`src/rtl/los_pkg.sv`:
```
package los_pkg;
  localparam int REG_W  = 16;
  localparam int ADDR_W = 8;
  // Word addresses (byte address with bit 0 dropped)
  localparam logic [ADDR_W-2:0] SIG_WORD = 7'h0C; // 18h/19h
  localparam logic [ADDR_W-2:0] EXC_WORD = 7'h0D; // 1Ah/1Bh

  typedef enum logic [1:0] {
    SEL_SIG  = 2'd0,
    SEL_EXC  = 2'd1,
    SEL_NONE = 2'd2
  } reg_sel_e;
endpackage

```
`src/rtl/los_prescaler.sv`:
```
module los_prescaler #(
  parameter int TICK_DIV = 1000
) (
  input  logic clk_i,
  input  logic rst_ni,
  input  logic tick_i,
  output logic samp_o
);
  localparam int CW = (TICK_DIV > 1) ? $clog2(TICK_DIV) : 1;
  localparam logic [CW-1:0] LAST = CW'(TICK_DIV - 1);

  logic [CW-1:0] cnt_q;

  always_ff @(posedge clk_i) begin
    if (!rst_ni) begin
      cnt_q  <= '0;
      samp_o <= 1'b0;
    end else begin
      samp_o <= 1'b0;
      if (tick_i) begin
        if (cnt_q == LAST) begin
          cnt_q  <= '0;
          samp_o <= 1'b1;
        end else begin
          cnt_q <= cnt_q + 1'b1;
        end
      end
    end
  end


  samp_after_tick_chk: assert property (@(posedge clk_i) disable iff (!rst_ni)
    samp_o |-> $past(tick_i));
endmodule

```
`src/rtl/los_qualifier.sv`:
```
module los_qualifier #(
  parameter int QUAL_TICKS = 2000
) (
  input  logic clk_i,
  input  logic rst_ni,
  input  logic samp_i,
  input  logic present_i,
  output logic stat_o
);
  localparam int CW = $clog2(QUAL_TICKS + 1);
  localparam logic [CW-1:0] LIM = CW'(QUAL_TICKS - 1);

  logic [CW-1:0] miss_q;

  always_ff @(posedge clk_i) begin
    if (!rst_ni) begin
      miss_q <= '0;
      stat_o <= 1'b0;
    end else if (samp_i) begin
      if (present_i) begin
        miss_q <= '0;
        stat_o <= 1'b1;
      end else if (miss_q == LIM) begin
        stat_o <= 1'b0;
      end else begin
        miss_q <= miss_q + 1'b1;
      end
    end
  end


  recover_chk: assert property (@(posedge clk_i) disable iff (!rst_ni)
    (samp_i && present_i) |=> stat_o);

  no_early_loss_chk: assert property (@(posedge clk_i) disable iff (!rst_ni)
    (stat_o && samp_i && !present_i && miss_q < LIM) |=> stat_o);

  loss_on_absent_chk: assert property (@(posedge clk_i) disable iff (!rst_ni)
    $fell(stat_o) |-> $past(samp_i && !present_i));

  hold_between_chk: assert property (@(posedge clk_i) disable iff (!rst_ni)
    !samp_i |=> $stable(stat_o));
endmodule

```
`src/rtl/los_regread.sv`:
```
module los_regread
  import los_pkg::*;
#(
  parameter int NUM_CH = 12
) (
  input  logic                 clk_i,
  input  logic                 rst_ni,
  input  logic [NUM_CH-1:0]    sig_stat_i,
  input  logic [NUM_CH-1:0]    exc_stat_i,
  input  logic                 rd_en_i,
  input  logic [ADDR_W-1:0]    rd_addr_i,
  output logic                 rd_valid_o,
  output logic [REG_W-1:0]     rd_data_o
);
  logic [REG_W-1:0] sig_word, exc_word;
  reg_sel_e         sel;

  generate
    if (NUM_CH == REG_W) begin : g_full
      assign sig_word = sig_stat_i;
      assign exc_word = exc_stat_i;
    end else begin : g_pad
      assign sig_word = {{(REG_W-NUM_CH){1'b0}}, sig_stat_i};
      assign exc_word = {{(REG_W-NUM_CH){1'b0}}, exc_stat_i};
    end
  endgenerate

  always_comb begin
    if (rd_addr_i[ADDR_W-1:1] == SIG_WORD)      sel = SEL_SIG;
    else if (rd_addr_i[ADDR_W-1:1] == EXC_WORD) sel = SEL_EXC;
    else                                        sel = SEL_NONE;
  end

  always_ff @(posedge clk_i) begin
    if (!rst_ni) begin
      rd_valid_o <= 1'b0;
      rd_data_o  <= '0;
    end else begin
      rd_valid_o <= rd_en_i;
      if (rd_en_i) begin
        case (sel)
          SEL_SIG: rd_data_o <= sig_word;
          SEL_EXC: rd_data_o <= exc_word;
          default: rd_data_o <= '0;
        endcase
      end
    end
  end


  rd_valid_chk: assert property (@(posedge clk_i) disable iff (!rst_ni)
    rd_en_i |=> rd_valid_o);

  rd_idle_chk: assert property (@(posedge clk_i) disable iff (!rst_ni)
    !rd_en_i |=> !rd_valid_o);

  unmapped_zero_chk: assert property (@(posedge clk_i) disable iff (!rst_ni)
    (rd_en_i && rd_addr_i[ADDR_W-1:1] != SIG_WORD && rd_addr_i[ADDR_W-1:1] != EXC_WORD)
    |=> (rd_data_o == '0));
endmodule

```
`src/rtl/los_monitor.sv`:
```
module los_monitor
  import los_pkg::*;
#(
  parameter int NUM_CH     = 12,
  parameter int TICK_DIV   = 1000,
  parameter int QUAL_TICKS = 2000
) (
  input  logic                 clk_i,
  input  logic                 rst_ni,
  input  logic                 tick_i,
  input  logic [NUM_CH-1:0]    sig_present_i,
  input  logic [NUM_CH-1:0]    exc_present_i,
  input  logic                 rd_en_i,
  input  logic [7:0]           rd_addr_i,
  output logic                 rd_valid_o,
  output logic [15:0]          rd_data_o
);
  logic              samp;
  logic [NUM_CH-1:0] sig_stat, exc_stat;

  los_prescaler #(.TICK_DIV(TICK_DIV)) u_presc (
    .clk_i  (clk_i),
    .rst_ni (rst_ni),
    .tick_i (tick_i),
    .samp_o (samp)
  );

  for (genvar c = 0; c < NUM_CH; c++) begin : g_ch
    los_qualifier #(.QUAL_TICKS(QUAL_TICKS)) u_sig (
      .clk_i     (clk_i),
      .rst_ni    (rst_ni),
      .samp_i    (samp),
      .present_i (sig_present_i[c]),
      .stat_o    (sig_stat[c])
    );
    los_qualifier #(.QUAL_TICKS(QUAL_TICKS)) u_exc (
      .clk_i     (clk_i),
      .rst_ni    (rst_ni),
      .samp_i    (samp),
      .present_i (exc_present_i[c]),
      .stat_o    (exc_stat[c])
    );
  end

  los_regread #(.NUM_CH(NUM_CH)) u_rd (
    .clk_i      (clk_i),
    .rst_ni     (rst_ni),
    .sig_stat_i (sig_stat),
    .exc_stat_i (exc_stat),
    .rd_en_i    (rd_en_i),
    .rd_addr_i  (rd_addr_i),
    .rd_valid_o (rd_valid_o),
    .rd_data_o  (rd_data_o)
  );


  reset_clear_chk: assert property (@(posedge clk_i)
    !rst_ni |=> (rd_valid_o == 1'b0 && rd_data_o == '0));

  if (NUM_CH < REG_W) begin : g_pad_chk

    pad_zero_chk: assert property (@(posedge clk_i) disable iff (!rst_ni)
      rd_valid_o |-> (rd_data_o[REG_W-1:NUM_CH] == '0));
  end
endmodule

```
`config.mk`:
```
export PLATFORM = sky130hd
export DESIGN_NAME = los_monitor
export DESIGN_NICKNAME = d
export VERILOG_FILES = /design/src/rtl/los_pkg.sv /design/src/rtl/los_prescaler.sv /design/src/rtl/los_qualifier.sv /design/src/rtl/los_regread.sv /design/src/rtl/los_monitor.sv
export SDC_FILE = /design/constraint.sdc
export NUM_CORES = 1
export LEC_CHECK = 0
export CAP_MARGIN = 20
export CELL_PAD_IN_SITES_DETAIL_PLACEMENT = 0
export CELL_PAD_IN_SITES_GLOBAL_PLACEMENT = 1
export CORE_MARGIN = 2
export CORE_UTILIZATION = 48
export CTS_BUF_LIST = sky130_fd_sc_hd__clkbuf_2 sky130_fd_sc_hd__clkbuf_4 sky130_fd_sc_hd__clkbuf_8
export CTS_CLUSTER_SIZE = 28
export DETAILED_ROUTE_END_ITERATION = 10
export PLACE_DENSITY_LB_ADDON = 0.1
export SKIP_LAST_GASP = 1
export SLEW_MARGIN = 20
export SYNTH_ARGS = -nofsm -noshare
export SYNTH_HDL_FRONTEND = slang
export SYNTH_SLANG_ARGS = --single-unit
```
`constraint.sdc`:
```
create_clock -name clk_i -period 2 [get_ports clk_i]
set_input_delay 0.4 -clock clk_i [delete_from_list [all_inputs] [get_ports clk_i]]
set_output_delay 0.4 -clock clk_i [all_outputs]
set_load 0.02 [all_outputs]
```
==> impl_metrics.sql, run 1 <==
INSERT INTO impl_metrics (metric_group, metric, value, unit) VALUES
('synthesis', 'yosys_most_used_dff', 'dfxtp_1', ''),
('placed_design', 'dp_hpwl', '21.9', 'mm'),
('die', 'io_pins', '53', ''),
('sta', 'post-route-period-util', '96.6', '%'),
('drt', 'route.detailed.drc', '0', ''),
('drt', 'drt-wirelength-per-cell', '14.2', 'µm'),
('critical_path', 'critical_path.endpoint_type', 'primary output', ''),
('drt', 'routed_wl', '33.3', 'mm'),
('synthesis', 'yosysSeqAreaShare', '41.6', '%'),
('synthesis', 'synth.ff_latch_count', '312', ''),
('pwr', 'worst_voltage_drop_across_the_vdd_grid', '0.629', 'mV'),
('drt', 'avgViaCountPerCell', '5.65', ''),
('drt', 'num_vias', '13200', ''),
('worst_hold_path', 'hold_class', 'in2reg', ''),
('synthesis', 'synth-warning-count', '0', ''),
('cts', 'htree_levels', '2', ''),
('cts', 'cts_tree', 'built', ''),
('critical_path', 'timing.critical_path.cells', 'clkdlybuf4s50_1', ''),
('critical_path', 'worst-path-buf-inv', '1', ''),
('cts', 'post_cts_resized', '7', ''),
('synthesis', 'mappedNetlistArea', '15000', 'µm²'),
('synthesis', 'synth_area_per_cell', '8.32', 'µm²'),
('finish', 'diodes', '0', ''),
('cts', 'insertion_delay_to_the_later_sink_of_the_worst_skew_pair', '610', 'ps'),
('finish', 'num-nets-final', '1963', ''),
('critical_path', 'startpoint', 'u_rd.rd_data_o[0]', ''),
('sta', 'post-route-min-period', '1930', 'ps'),
('cts', 'clk_root_buffer_cell', 'clkbuf_8', ''),
('critical_path', 'endpoint_of_the_worst_register_to_register_path', 'g_ch[1].u_exc.miss_q[1]', ''),
('sta', 'worst_clock_skew', '24.4', 'ps'),
('synthesis', 'synthArstFlopShare', '0', '%'),
('cts', 'maximum_root_to_sink_buffer_count', '3', ''),
('synthesis', 'synth.area.top_cells', 'dfxtp_1 42%, xnor2_1 5.0%, nand2_1 4.4%', ''),
('cts', 'tritoncts.num_buffers', '53', ''),
('die', 'die_h', '181', 'µm'),
('global_route', 'grt_overflow', '0', ''),
('cts', 'postCtsHoldBufs', '0', ''),
('sta', 'setup-violations-final', '0', ''),
('global_route', 'first_global_vias', '12000', ''),
('synthesis', 'netlist-cell-type-count', '72', ''),
('global_route', 'largest_net_degree_at_the_start_of_global_routing', '65', ''),
('critical_path', 'crit_end', 'rd_data_o[0]', ''),
('critical_path', 'worst_setup_path_start_kind', 'flop', ''),
('critical_path', 'cp_slowest_stage_delay', '610', 'ps'),
('pwr', 'leakagePower', '0.00572', 'µW'),
('critical_path', 'crit_fanout', '2', ''),
('pwr', 'ratio_of_total_power_to_cell_area', '745', 'nW/µm²'),
('global_route', 'grt_pass1_wl', '57.5', 'mm'),
('placed_design', 'place.port_buffers', '47', ''),
('critical_path', 'path_depth', '1', ''),
('placed_design', 'dpl-instance-area', '16200', 'µm²'),
('critical_path', 'slowest_cell_on_crit_path', 'clkdlybuf4s50_1', ''),
('finish', 'design_area', '17400', 'µm²'),
('run_status', 'outcome', 'finished, final reports clean', ''),
('critical_path', 'timing_worst_setup_path_type', 'reg2out', ''),
('sta', 'final_hold_viol_count', '0', ''),
('sta', 'tightest_slew', '517', 'ps'),
('critical_path', 'worst_path_dominant_cell_family', 'buffers and inverters', ''),
('cts', 'clock_sink_total', '312', ''),
('critical_path', 'crit_arrival', '1530', 'ps'),
('finish', 'finalCoreUtilization', '56.8', '%'),
('die', 'placement_rows', '64', ''),
('critical_path', 'r2r-start', 'g_ch[1].u_exc.miss_q[1]', ''),
('drt', 'detail-route-antenna-nets', '0', ''),
('sta', 'timing.final.max_slew_violations', '0', ''),
('critical_path', 'worstRegToRegCells', '5', ''),
('synthesis', 'synthesis.instances', '1806', ''),
('die', 'die_area', '32700', 'µm²'),
('sta', 'timing.slew.headroom', '65.1', '%'),
('cts', 'post_cts_buffers', '0', ''),
('die', 'start_util', '49.0', '%');
==> cells in the mapped netlist (8+ instances only) <==
cell and instances:
nand2_1 175, nor2b_1 16, ha_1 25, mux2_2 12, and3_1 32, nand3b_1 10
inv_1 49, o21ai_0 80, o31ai_1 11, or4_1 14, nand4_1 67, a211oi_1 8
a31oi_1 32, nand3_1 109, o31a_1 11, nand4b_1 8, and2_1 8, a21oi_1 129
xor2_1 42, nor3_1 87, dfxtp_1 312, and4_1 14, nand2b_1 28, mux2i_1 10
clkbuf_1 32, a311oi_1 8, or3_1 61, nor3b_1 12, buf_2 11, xnor2_1 86
nor4_1 29, nor2_1 165
==> cell families (layout without fill, tap and decap cells) <==
kind of cell / Yosys count / after routing / share of synthesized area [%]
buffers and inverters: 105 / 239 / 2.82
adder cells (fa/ha/maj): 25 / 25 / 2.08
XOR/XNOR: 128 / 128 / 7.46
multiplexers: 22 / 22 / 1.57
flip-flops: 312 / 312 / 41.6
other: 1 / 4 / 0.0250
AO/OA/AOI/OAI: 344 / 344 / 14.4
AND/OR/NAND/NOR: 869 / 869 / 30.1
==> power breakdown <==
part / internal [µW] / leakage (µW) / total (µW) / switching [µW]
combinational: 135 / 0.00256 / 356 / 222
sequential: 6220 / 0.00251 / 6220 / 4.10
clock: 3780 / 0.000651 / 6400 / 2620
total: 10100 / 0.00572 / 13000 / 2850
==> sequential cells by signal, summed over array words and instances, names as in the netlist <==
signal             count
g_ch.u_exc.miss_q    132
g_ch.u_sig.miss_q    132
g_ch.u_exc.stat_o     12
g_ch.u_sig.stat_o     12
u_rd.rd_data_o        12
u_presc.cnt_q         10
u_presc.samp_o         1
u_rd.rd_valid_o        1
==> cells in the final DEF (no fill, tap or decap), types with 16 or more instances in the layout <==
| cell | netlist | final |
|---|---|---|
| nor2b_1 | 16 | 16 |
| nor2_1 | 165 | 165 |
| xor2_1 | 42 | 42 |
| o21ai_0 | 80 | 80 |
| nand3_1 | 109 | 109 |
| clkbuf_8 | 0 | 73 |
| and3_1 | 32 | 32 |
| ha_1 | 25 | 24 |
| buf_4 | 4 | 38 |
| or3_1 | 61 | 61 |
| nand4_1 | 67 | 67 |
| a21oi_1 | 129 | 129 |
| dfxtp_1 | 312 | 311 |
| nand2b_1 | 28 | 28 |
| nor3_1 | 87 | 87 |
| clkdlybuf4s50_1 | 0 | 36 |
| a31oi_1 | 32 | 32 |
| nor4_1 | 29 | 28 |
| xnor2_1 | 86 | 86 |
| nand2_1 | 175 | 175 |
| inv_1 | 49 | 49 |
==> worst register-to-register path, stage by stage, from the launching register on <==
cell     delay (ps)
dfxtp_1         410
ha_2            250
nand3_2          90
or4_4           550
or3b_1          390
a31oi_1         160
==> metrics by stage <==
step	setup TNS [ps]	setup slack (ps)	total power [µW]	hold WS, ps
final	0	67.7	13000	261
after floorplan	0	148	6520	439
after global routing	-23.8	-23.8	13500	250
after CTS	0	1.39	13200	218
after detailed placement	-722	-163	6720	463
after global placement	-587	-137	6720	455
==> area by class of cell <==
class | instances | area (µm²)
Clock inverter | 15 | 150
Tap cell | 396 | 495
Fill cell | 2803 | 13300
Timing Repair Buffer | 92 | 890
Inverter | 51 | 194
Clock buffer | 81 | 1060
Multi-Input combinational cell | 1392 | 8370
Sequential cell | 312 | 6250
==> worst min path at each step <==
stage / from / endpoint / slack (ps) / depth (start not counted)
final: rst_ni / g_ch[6].u_sig.miss_q[4] / 260 / 4
after global routing: rst_ni / g_ch[6].u_sig.miss_q[4] / 250 / 4
after CTS: rst_ni / g_ch[6].u_sig.miss_q[4] / 220 / 4
after detailed placement: u_rd.rd_data_o[8] / u_rd.rd_data_o[8] / 460 / 2
after global placement: g_ch[7].u_sig.miss_q[1] / g_ch[7].u_sig.miss_q[1] / 450 / 2
after floorplan: g_ch[10].u_exc.stat_o / g_ch[10].u_exc.stat_o / 440 / 2
==> layer usage <==
metal / GRT usage, % / part of all wire, % / up-vias
met5: 0 / 0 / -
met4: 6.65 / 2.0 / 0
met3: 3.49 / 4.0 / 48
met2: 32.8 / 45 / 210
met1: 27.9 / 49 / 6157
li1: - / - / 6797
(Power assumes the default switching activity.)
==> inputs of run 2 (changes only) <==
--- a/config.mk
+++ b/config.mk
@@ -5,14 +5,15 @@
 export SDC_FILE = /design/constraint.sdc
 export NUM_CORES = 1
 export LEC_CHECK = 0
-export CAP_MARGIN = 20
+export CAP_MARGIN = 10
 export CELL_PAD_IN_SITES_DETAIL_PLACEMENT = 0
 export CELL_PAD_IN_SITES_GLOBAL_PLACEMENT = 1
 export CORE_MARGIN = 2
-export CORE_UTILIZATION = 48
+export CORE_UTILIZATION = 50
 export CTS_BUF_LIST = sky130_fd_sc_hd__clkbuf_2 sky130_fd_sc_hd__clkbuf_4 sky130_fd_sc_hd__clkbuf_8
 export CTS_CLUSTER_SIZE = 28
 export DETAILED_ROUTE_END_ITERATION = 10
+export DONT_BUFFER_PORTS = 1
 export PLACE_DENSITY_LB_ADDON = 0.1
 export SKIP_LAST_GASP = 1
 export SLEW_MARGIN = 20
==> constraint.sdc (replaced) <==
create_clock -name clk_i -period 2 [get_ports clk_i]
set_input_delay 0.4 -clock clk_i [delete_from_list [all_inputs] [get_ports clk_i]]
set_output_delay 0.4 -clock clk_i [all_outputs]
set_load 0.005 [all_outputs]
==> run 2 against run 1 <==
Net effect:
- global-route usage up 1.6 points
- worst hold slack worse by 220 ps
- sequential cell count unchanged
- critical path depth up 4
- register-to-register slack better by 80 ps
- cell count down 1.4%
- utilization up 1.0 points
- critical endpoint is now g_ch[1].u_exc.miss_q[1]
- largest power group unchanged
==> impl_metrics.sql, run 2 (same netlist as run 1, synthesis figures left out) <==
INSERT INTO impl_metrics (metric_group, metric, value, unit) VALUES
('drt', 'detail-route-antenna-nets', '0', ''),
('critical_path', 'worst_setup_path_start_kind', 'flop', ''),
('sta', 'max_freq', '0.546', 'GHz'),
('worst_hold_path', 'hold_end', 'u_rd.rd_data_o[3]', ''),
('cts', 'worst_setup_hold_path_clk_slew', '60', 'ps'),
('global_route', 'largest_net_degree_at_the_start_of_global_routing', '65', ''),
('critical_path', 'worst_path_dominant_cell_family', 'simple AND/OR/NAND/NOR gates', ''),
('cts', 'insertion_delay_to_the_later_sink_of_the_worst_skew_pair', '580', 'ps'),
('worst_hold_path', 'min-delay-start', 'rd_en_i', ''),
('critical_path', 'crit_fanout', '4', ''),
('run_status', 'outcome', 'finished, final reports clean', ''),
('global_route', 'grt_overflow', '0', ''),
('run', 'maxCapViolations', '0', ''),
('finish', 'num-nets-final', '1938', ''),
('critical_path', 'cp.required', '2490', 'ps'),
('sta', 'post-route-period-util', '91.6', '%'),
('die', 'core-area', '29600', 'µm²'),
('sta', 'tightest_slew', '929', 'ps'),
('critical_path', 'worst-path-buf-inv', '0', ''),
('global_route', 'grtUsageTotal', '22.0', '%'),
('sta', 'timing.slew.headroom', '37.9', '%'),
('drt', 'avgViaCountPerCell', '5.70', ''),
('critical_path', 'worstRegToRegCells', '5', ''),
('placed_design', 'dp_slack', '192', 'ps'),
('cts', 'htree_levels', '2', ''),
('critical_path', 'timing_worst_setup_path_type', 'reg2reg', ''),
('finish', 'layout.cells.non_filler', '2306', ''),
('sta', 'setup-violations-final', '0', ''),
('finish', 'commonest_non_fill_non_tap_cell_in_the_layout', 'dfxtp_1', ''),
('cts', 'tritoncts.num_buffers', '54', ''),
('placed_design', 'globalplace.congestion', '0.791', ''),
('die', 'io_pins', '53', ''),
('cts', 'clk_root_buffer_cell', 'clkbuf_8', ''),
('critical_path', 'crit_arrival', '2330', 'ps'),
('cts', 'clock_sink_total', '312', ''),
('die', 'die_area', '31400', 'µm²'),
('drt', 'drt-initial-drc-count', '643', ''),
('drt', 'route.detailed.drc', '0', ''),
('finish', 'largestRegisters', 'g_ch.u_exc.miss_q: 132 flops, g_ch.u_sig.miss_q: 132 flops', ''),
('sta', 'final_critical_path_setup_slack', '168', 'ps'),
('critical_path', 'cp_slowest_stage_delay', '550', 'ps'),
('critical_path', 'r2r-start', 'g_ch[1].u_exc.miss_q[0]', ''),
('worst_hold_path', 'holdPathStages', '2', ''),
('placed_design', 'dpl-instance-area', '15600', 'µm²'),
('critical_path', 'slowest_cell_on_crit_path', 'or4_4', ''),
('finish', 'design_area', '17100', 'µm²'),
('finish', 'final_layout_size_suffix_gt1_share', '8.98', '%'),
('drt', 'routed_wl', '34.6', 'mm'),
('die', 'die_w', '177', 'µm'),
('die', 'placement_rows', '63', ''),
('placed_design', 'place.port_buffers', '0', ''),
('critical_path', 'endpoint_of_the_worst_register_to_register_path', 'g_ch[1].u_exc.miss_q[1]', ''),
('cts', 'cts_tree', 'built', ''),
('pwr', 'ratio_of_total_power_to_cell_area', '745', 'nW/µm²'),
('global_route', 'first_global_vias', '12300', ''),
('sta', 'setup_tns', '0', 'ps'),
('sta', 'final_hold_viol_count', '0', ''),
('global_route', 'grt_pass1_wl', '58.4', 'mm'),
('worst_hold_path', 'hold_class', 'in2reg', ''),
('finish', 'final_cell_mix', '311 x dfxtp_1, 175 x nand2_1, 165 x nor2_1', ''),
('sta', 'post-route-min-period', '1830', 'ps'),
('pwr', 'worst_voltage_drop_across_the_vdd_grid', '0.643', 'mV'),
('sta', 'timing.final.max_slew_violations', '0', ''),
('critical_path', 'critical_path.endpoint_type', 'flop', ''),
('finish', 'flow.area_growth_from_synthesis', '14.1', '%'),
('placed_design', 'placed_cells_incl_taps', '2181', ''),
('cts', 'maximum_root_to_sink_buffer_count', '3', ''),
('sta', 'setup_repair_after_global_routing_missed_its_margin', 'false', ''),
('drt', 'drt-wirelength-per-cell', '15.0', 'µm'),
('finish', 'diodes', '0', ''),
('drt', 'num_vias', '13100', ''),
('placed_design', 'dp_hpwl', '21.8', 'mm'),
('finish', 'finalCoreUtilization', '57.8', '%'),
('pwr', 'leakagePower', '0.00551', 'µW'),
('die', 'die_h', '177', 'µm'),
('critical_path', 'r2r_setup_slack', '170', 'ps'),
('critical_path', 'timing.critical_path.cells', 'ha_1 > nand3_2 > or4_4 > or3b_1 > a31oi_1', ''),
('sta', 'worst_clock_skew', '13.5', 'ps'),
('drt', 'first_pass_iters', '5', ''),
('die', 'start_util', '50.7', '%'),
('global_route', 'antenna_found_initial', '0', '');
[run 2: power breakdown]
group	leakage, µW	switching [µW]	internal, µW
registers	0.00251	4.43	6220
clock network	0.000629	2550	3720
logic	0.00237	171	97.8
[run 2: layer usage]
| metal | track usage (%) | routed length, µm |
|---|---|---|
| met1 | 29.2 | 16600 |
| met2 | 36.8 | 15900 |
| met3 | 3.94 | 1460 |
| met4 | 5.81 | 618 |
| met5 | 0 | 0 |
[run 2: what timing repair did]
| item | 4_1_cts | 5_1_grt |
|---|---|---|
| endpoints found under the setup margin | 0 | 3 |
| hold endpoints to repair | 102 | 0 |
| hold buffers | 30 | 0 |
| setup buffers | 0 | 0 |
| resized for setup | 0 | 2 |
[run 2: through the flow]
stage          hold slack, ps  power [µW]
2_1_floorplan             439        6510
3_3_place_gp              450        6530
3_5_place_dp              455        6530
4_1_cts                 0.235       13000
5_1_grt                  5.81       13200
6_report                 38.9       12800
[run 2: worst register-to-register path, cell delays in order, from the launching register on]
cell	delay, ps
dfxtp_1	330
ha_1	230
nand3_2	100
or4_4	550
or3b_1	390
a31oi_1	160
[run 2: worst max path at each step]
stage                                  from                 endpoint  slack [ps]  depth (start not counted)
finish              g_ch[1].u_exc.miss_q[0]  g_ch[1].u_exc.miss_q[1]         170                          5
global placement    g_ch[1].u_exc.miss_q[0]  g_ch[1].u_exc.miss_q[1]         210                          5
CTS                 g_ch[9].u_exc.miss_q[0]  g_ch[9].u_exc.miss_q[1]         170                          5
global route        g_ch[7].u_sig.miss_q[0]  g_ch[7].u_sig.miss_q[3]           3                          5
floorplan           g_ch[1].u_exc.miss_q[0]  g_ch[1].u_exc.miss_q[1]         150                          5
detailed placement  g_ch[9].u_exc.miss_q[0]  g_ch[9].u_exc.miss_q[1]         190                          5
[run 2: area by class of cell]
| cell class | instances | area (µm²) |
|---|---|---|
| Clock inverter | 9 | 123 |
| Sequential cell | 312 | 6250 |
| Timing Repair Buffer | 66 | 638 |
| Multi-Input combinational cell | 1392 | 8380 |
| Fill cell | 2805 | 12500 |
| Inverter | 51 | 194 |
| Tap cell | 390 | 488 |
| Clock buffer | 86 | 1060 |
==> inputs of run 3 (changes only) <==
--- a/config.mk
+++ b/config.mk
@@ -5,7 +5,6 @@
 export SDC_FILE = /design/constraint.sdc
 export NUM_CORES = 1
 export LEC_CHECK = 0
-export CAP_MARGIN = 10
 export CELL_PAD_IN_SITES_DETAIL_PLACEMENT = 0
 export CELL_PAD_IN_SITES_GLOBAL_PLACEMENT = 1
 export CORE_MARGIN = 2
@@ -14,6 +13,7 @@
 export CTS_CLUSTER_SIZE = 28
 export DETAILED_ROUTE_END_ITERATION = 10
 export DONT_BUFFER_PORTS = 1
+export HOLD_SLACK_MARGIN = 0.08
 export PLACE_DENSITY_LB_ADDON = 0.1
 export SKIP_LAST_GASP = 1
 export SLEW_MARGIN = 20
==> run 3 against run 2 <==
Net effect:
- count of clock-buffer cells in the layout unchanged
- highest routed layer unchanged
- final area is 0.12% lower
- critical path depth unchanged
- sequential share of layout area is essentially flat
- setup slack improved by 7.4 ps
- via count hardly changed
- first-iteration DRC count down 4.0%
- utilization decreased by 0.067 points
- combinational power is 3% higher
==> impl_metrics.sql, run 3 (same netlist as run 1, synthesis figures left out) <==
INSERT INTO impl_metrics (metric_group, metric, value, unit) VALUES
('cts', 'worst_setup_hold_path_clk_slew', '60', 'ps'),
('critical_path', 'r2r-start', 'g_ch[1].u_exc.miss_q[0]', ''),
('global_route', 'grt_pass1_wl', '58.1', 'mm'),
('sta', 'post-route-period-util', '91.2', '%'),
('cts', 'clk_root_buffer_cell', 'clkbuf_8', ''),
('global_route', 'antenna_found_initial', '1', ''),
('placed_design', 'placed_cells_incl_taps', '2181', ''),
('placed_design', 'dp_hpwl', '21.8', 'mm'),
('placed_design', 'globalplace.congestion', '0.791', ''),
('finish', 'num-nets-final', '1936', ''),
('sta', 'final_hold_viol_count', '0', ''),
('run', 'maxCapViolations', '0', ''),
('critical_path', 'r2r_setup_slack', '180', 'ps'),
('placed_design', 'dp_slack', '192', 'ps'),
('die', 'die_area', '31400', 'µm²'),
('cts', 'maximum_root_to_sink_buffer_count', '3', ''),
('critical_path', 'crit_end', 'g_ch[1].u_exc.miss_q[1]', ''),
('finish', 'final_cell_mix', '311 x dfxtp_1, 175 x nand2_1, 165 x nor2_1', ''),
('pwr', 'leakagePower', '0.00551', 'µW'),
('critical_path', 'critical_path.endpoint_type', 'flop', ''),
('drt', 'drt-initial-drc-count', '617', ''),
('sta', 'worst_clock_skew', '12.5', 'ps'),
('pwr', 'cell_internal_power', '10000', 'µW'),
('cts', 'insertion_delay_to_the_later_sink_of_the_worst_skew_pair', '570', 'ps'),
('pwr', 'power.switching_fraction', '21.5', '%'),
('cts', 'cts_tree', 'built', ''),
('critical_path', 'worstRegToRegCells', '5', ''),
('sta', 'timing.slew.headroom', '31.6', '%'),
('critical_path', 'crit_arrival', '2320', 'ps'),
('die', 'placement_rows', '63', ''),
('drt', 'avgViaCountPerCell', '5.70', ''),
('critical_path', 'timing_worst_setup_path_type', 'reg2reg', ''),
('sta', 'final_critical_path_setup_slack', '175', 'ps'),
('drt', 'routed_wl', '34.4', 'mm'),
('sta', 'max_freq', '0.548', 'GHz'),
('finish', 'layout.cells.non_filler', '2304', ''),
('critical_path', 'endpoint_of_the_worst_register_to_register_path', 'g_ch[1].u_exc.miss_q[1]', ''),
('sta', 'tightest_slew', '1020', 'ps'),
('drt', 'route.detailed.drc', '0', ''),
('cts', 'tritoncts.num_buffers', '54', ''),
('drt', 'drt-wirelength-per-cell', '14.9', 'µm'),
('critical_path', 'crit_fanout', '4', ''),
('sta', 'setup-violations-final', '0', ''),
('cts', 'htree_levels', '2', ''),
('pwr', 'netSwitchingPower', '2740', 'µW'),
('global_route', 'grtUsageTotal', '21.8', '%'),
('finish', 'largestRegisters', 'g_ch.u_exc.miss_q: 132 flops, g_ch.u_sig.miss_q: 132 flops', ''),
('drt', 'num_vias', '13100', ''),
('pwr', 'worst_voltage_drop_across_the_vdd_grid', '0.634', 'mV'),
('sta', 'setup_tns', '0', 'ps'),
('critical_path', 'slowest_cell_on_crit_path', 'or4_4', ''),
('pwr', 'ratio_of_total_power_to_cell_area', '747', 'nW/µm²'),
('die', 'start_util', '50.7', '%'),
('die', 'die_h', '177', 'µm'),
('global_route', 'grt_overflow', '0', ''),
('critical_path', 'worst_setup_path_start_kind', 'flop', ''),
('finish', 'diodes', '0', ''),
('sta', 'timing.final.max_slew_violations', '0', ''),
('die', 'io_pins', '53', ''),
('critical_path', 'cp.required', '2500', 'ps'),
('pwr', 'logic_pwr_share', '2.2', '%'),
('finish', 'commonest_non_fill_non_tap_cell_in_the_layout', 'dfxtp_1', ''),
('critical_path', 'startpoint', 'g_ch[1].u_exc.miss_q[0]', ''),
('worst_hold_path', 'hold_class', 'in2reg', ''),
('global_route', 'largest_net_degree_at_the_start_of_global_routing', '65', ''),
('global_route', 'first_global_vias', '12300', ''),
('sta', 'post-route-min-period', '1820', 'ps'),
('finish', 'flow.area_growth_from_synthesis', '13.9', '%'),
('die', 'core-area', '29600', 'µm²'),
('placed_design', 'place.port_buffers', '0', ''),
('cts', 'clock_sink_total', '312', ''),
('pwr', 'power_frac_clock', '49.1', '%'),
('sta', 'setup_repair_after_global_routing_missed_its_margin', 'false', ''),
('die', 'die_w', '177', 'µm'),
('cts', 'post_cts_buffers', '0', ''),
('critical_path', 'cp_slowest_stage_delay', '550', 'ps'),
('finish', 'final_layout_size_suffix_gt1_share', '8.99', '%'),
('drt', 'detail-route-antenna-nets', '0', ''),
('drt', 'first_pass_iters', '5', ''),
('critical_path', 'timing.critical_path.cells', 'ha_1 > nand3_2 > or4_4 > or3b_1 > a31oi_1', ''),
('run_status', 'outcome', 'finished, final reports clean', ''),
('pwr', 'power_frac_seq', '48.7', '%');
## run 3: how the worst min path moves through the flow
stage / startpoint / to / slack [ps] / depth (start not counted)
4_1_cts: sig_present_i[7] / g_ch[7].u_sig.miss_q[4] / 80 / 3
2_1_floorplan: g_ch[10].u_exc.stat_o / g_ch[10].u_exc.stat_o / 440 / 2
5_1_grt: sig_present_i[4] / g_ch[4].u_sig.miss_q[1] / 100 / 2
3_3_place_gp: g_ch[10].u_exc.stat_o / g_ch[10].u_exc.stat_o / 450 / 2
3_5_place_dp: g_ch[10].u_exc.stat_o / g_ch[10].u_exc.stat_o / 450 / 2
6_report: sig_present_i[7] / g_ch[7].u_sig.miss_q[4] / 110 / 3
## run 3: cell type report
type                            count  area [µm²]
Fill cell                        2804       12500
Multi-Input combinational cell   1392        8380
Sequential cell                   312        6250
Clock buffer                       86        1060
Timing Repair Buffer               64         618
Tap cell                          390         488
Inverter                           51         194
Clock inverter                      9         123
## run 3: power by group through the flow
stage,Sequential (µW),Clock [µW],Combinational (µW)
after floorplan,6360,0,151
after global placement,6360,0,172
after detailed placement,6360,0,174
after CTS,6220,6470,279
after global routing,6220,6720,303
final,6230,6270,278
## run 3: critical path, delay by kind of cell (launching register included)
family	cells	cell delay, ps
and+or+nand+nor	3	1030
DFF	1	330
adders and majority gates	1	220
AOI/OAI and AO/OA	1	160
## run 3: through the flow
step	power [µW]	area, µm²	util [%]	hold slack (ps)
2_1_floorplan	6510	15000	-	439
3_3_place_gp	6530	15600	52.7	450
3_5_place_dp	6530	15600	52.7	455
4_1_cts	13000	17100	57.7	80.6
5_1_grt	13200	17100	57.7	96.5
6_report	12800	17100	57.7	107
## run 3: what timing repair did
item / 4_1_cts / 5_1_grt
setup endpoints to repair: 0 / 3
hold buffers: 28 / 0
endpoints found under the hold margin: 122 / 0
resized for setup: 0 / 2
## run 3: layer usage
layer | global-route usage, % | wire length [µm] | up-vias
li1 | - | - | 6728
met1 | 29.0 | 16500 | 6175
met2 | 36.6 | 15800 | 174
met3 | 3.79 | 1380 | 55
met4 | 5.77 | 625 | 0
met5 | 0 | 0 | -
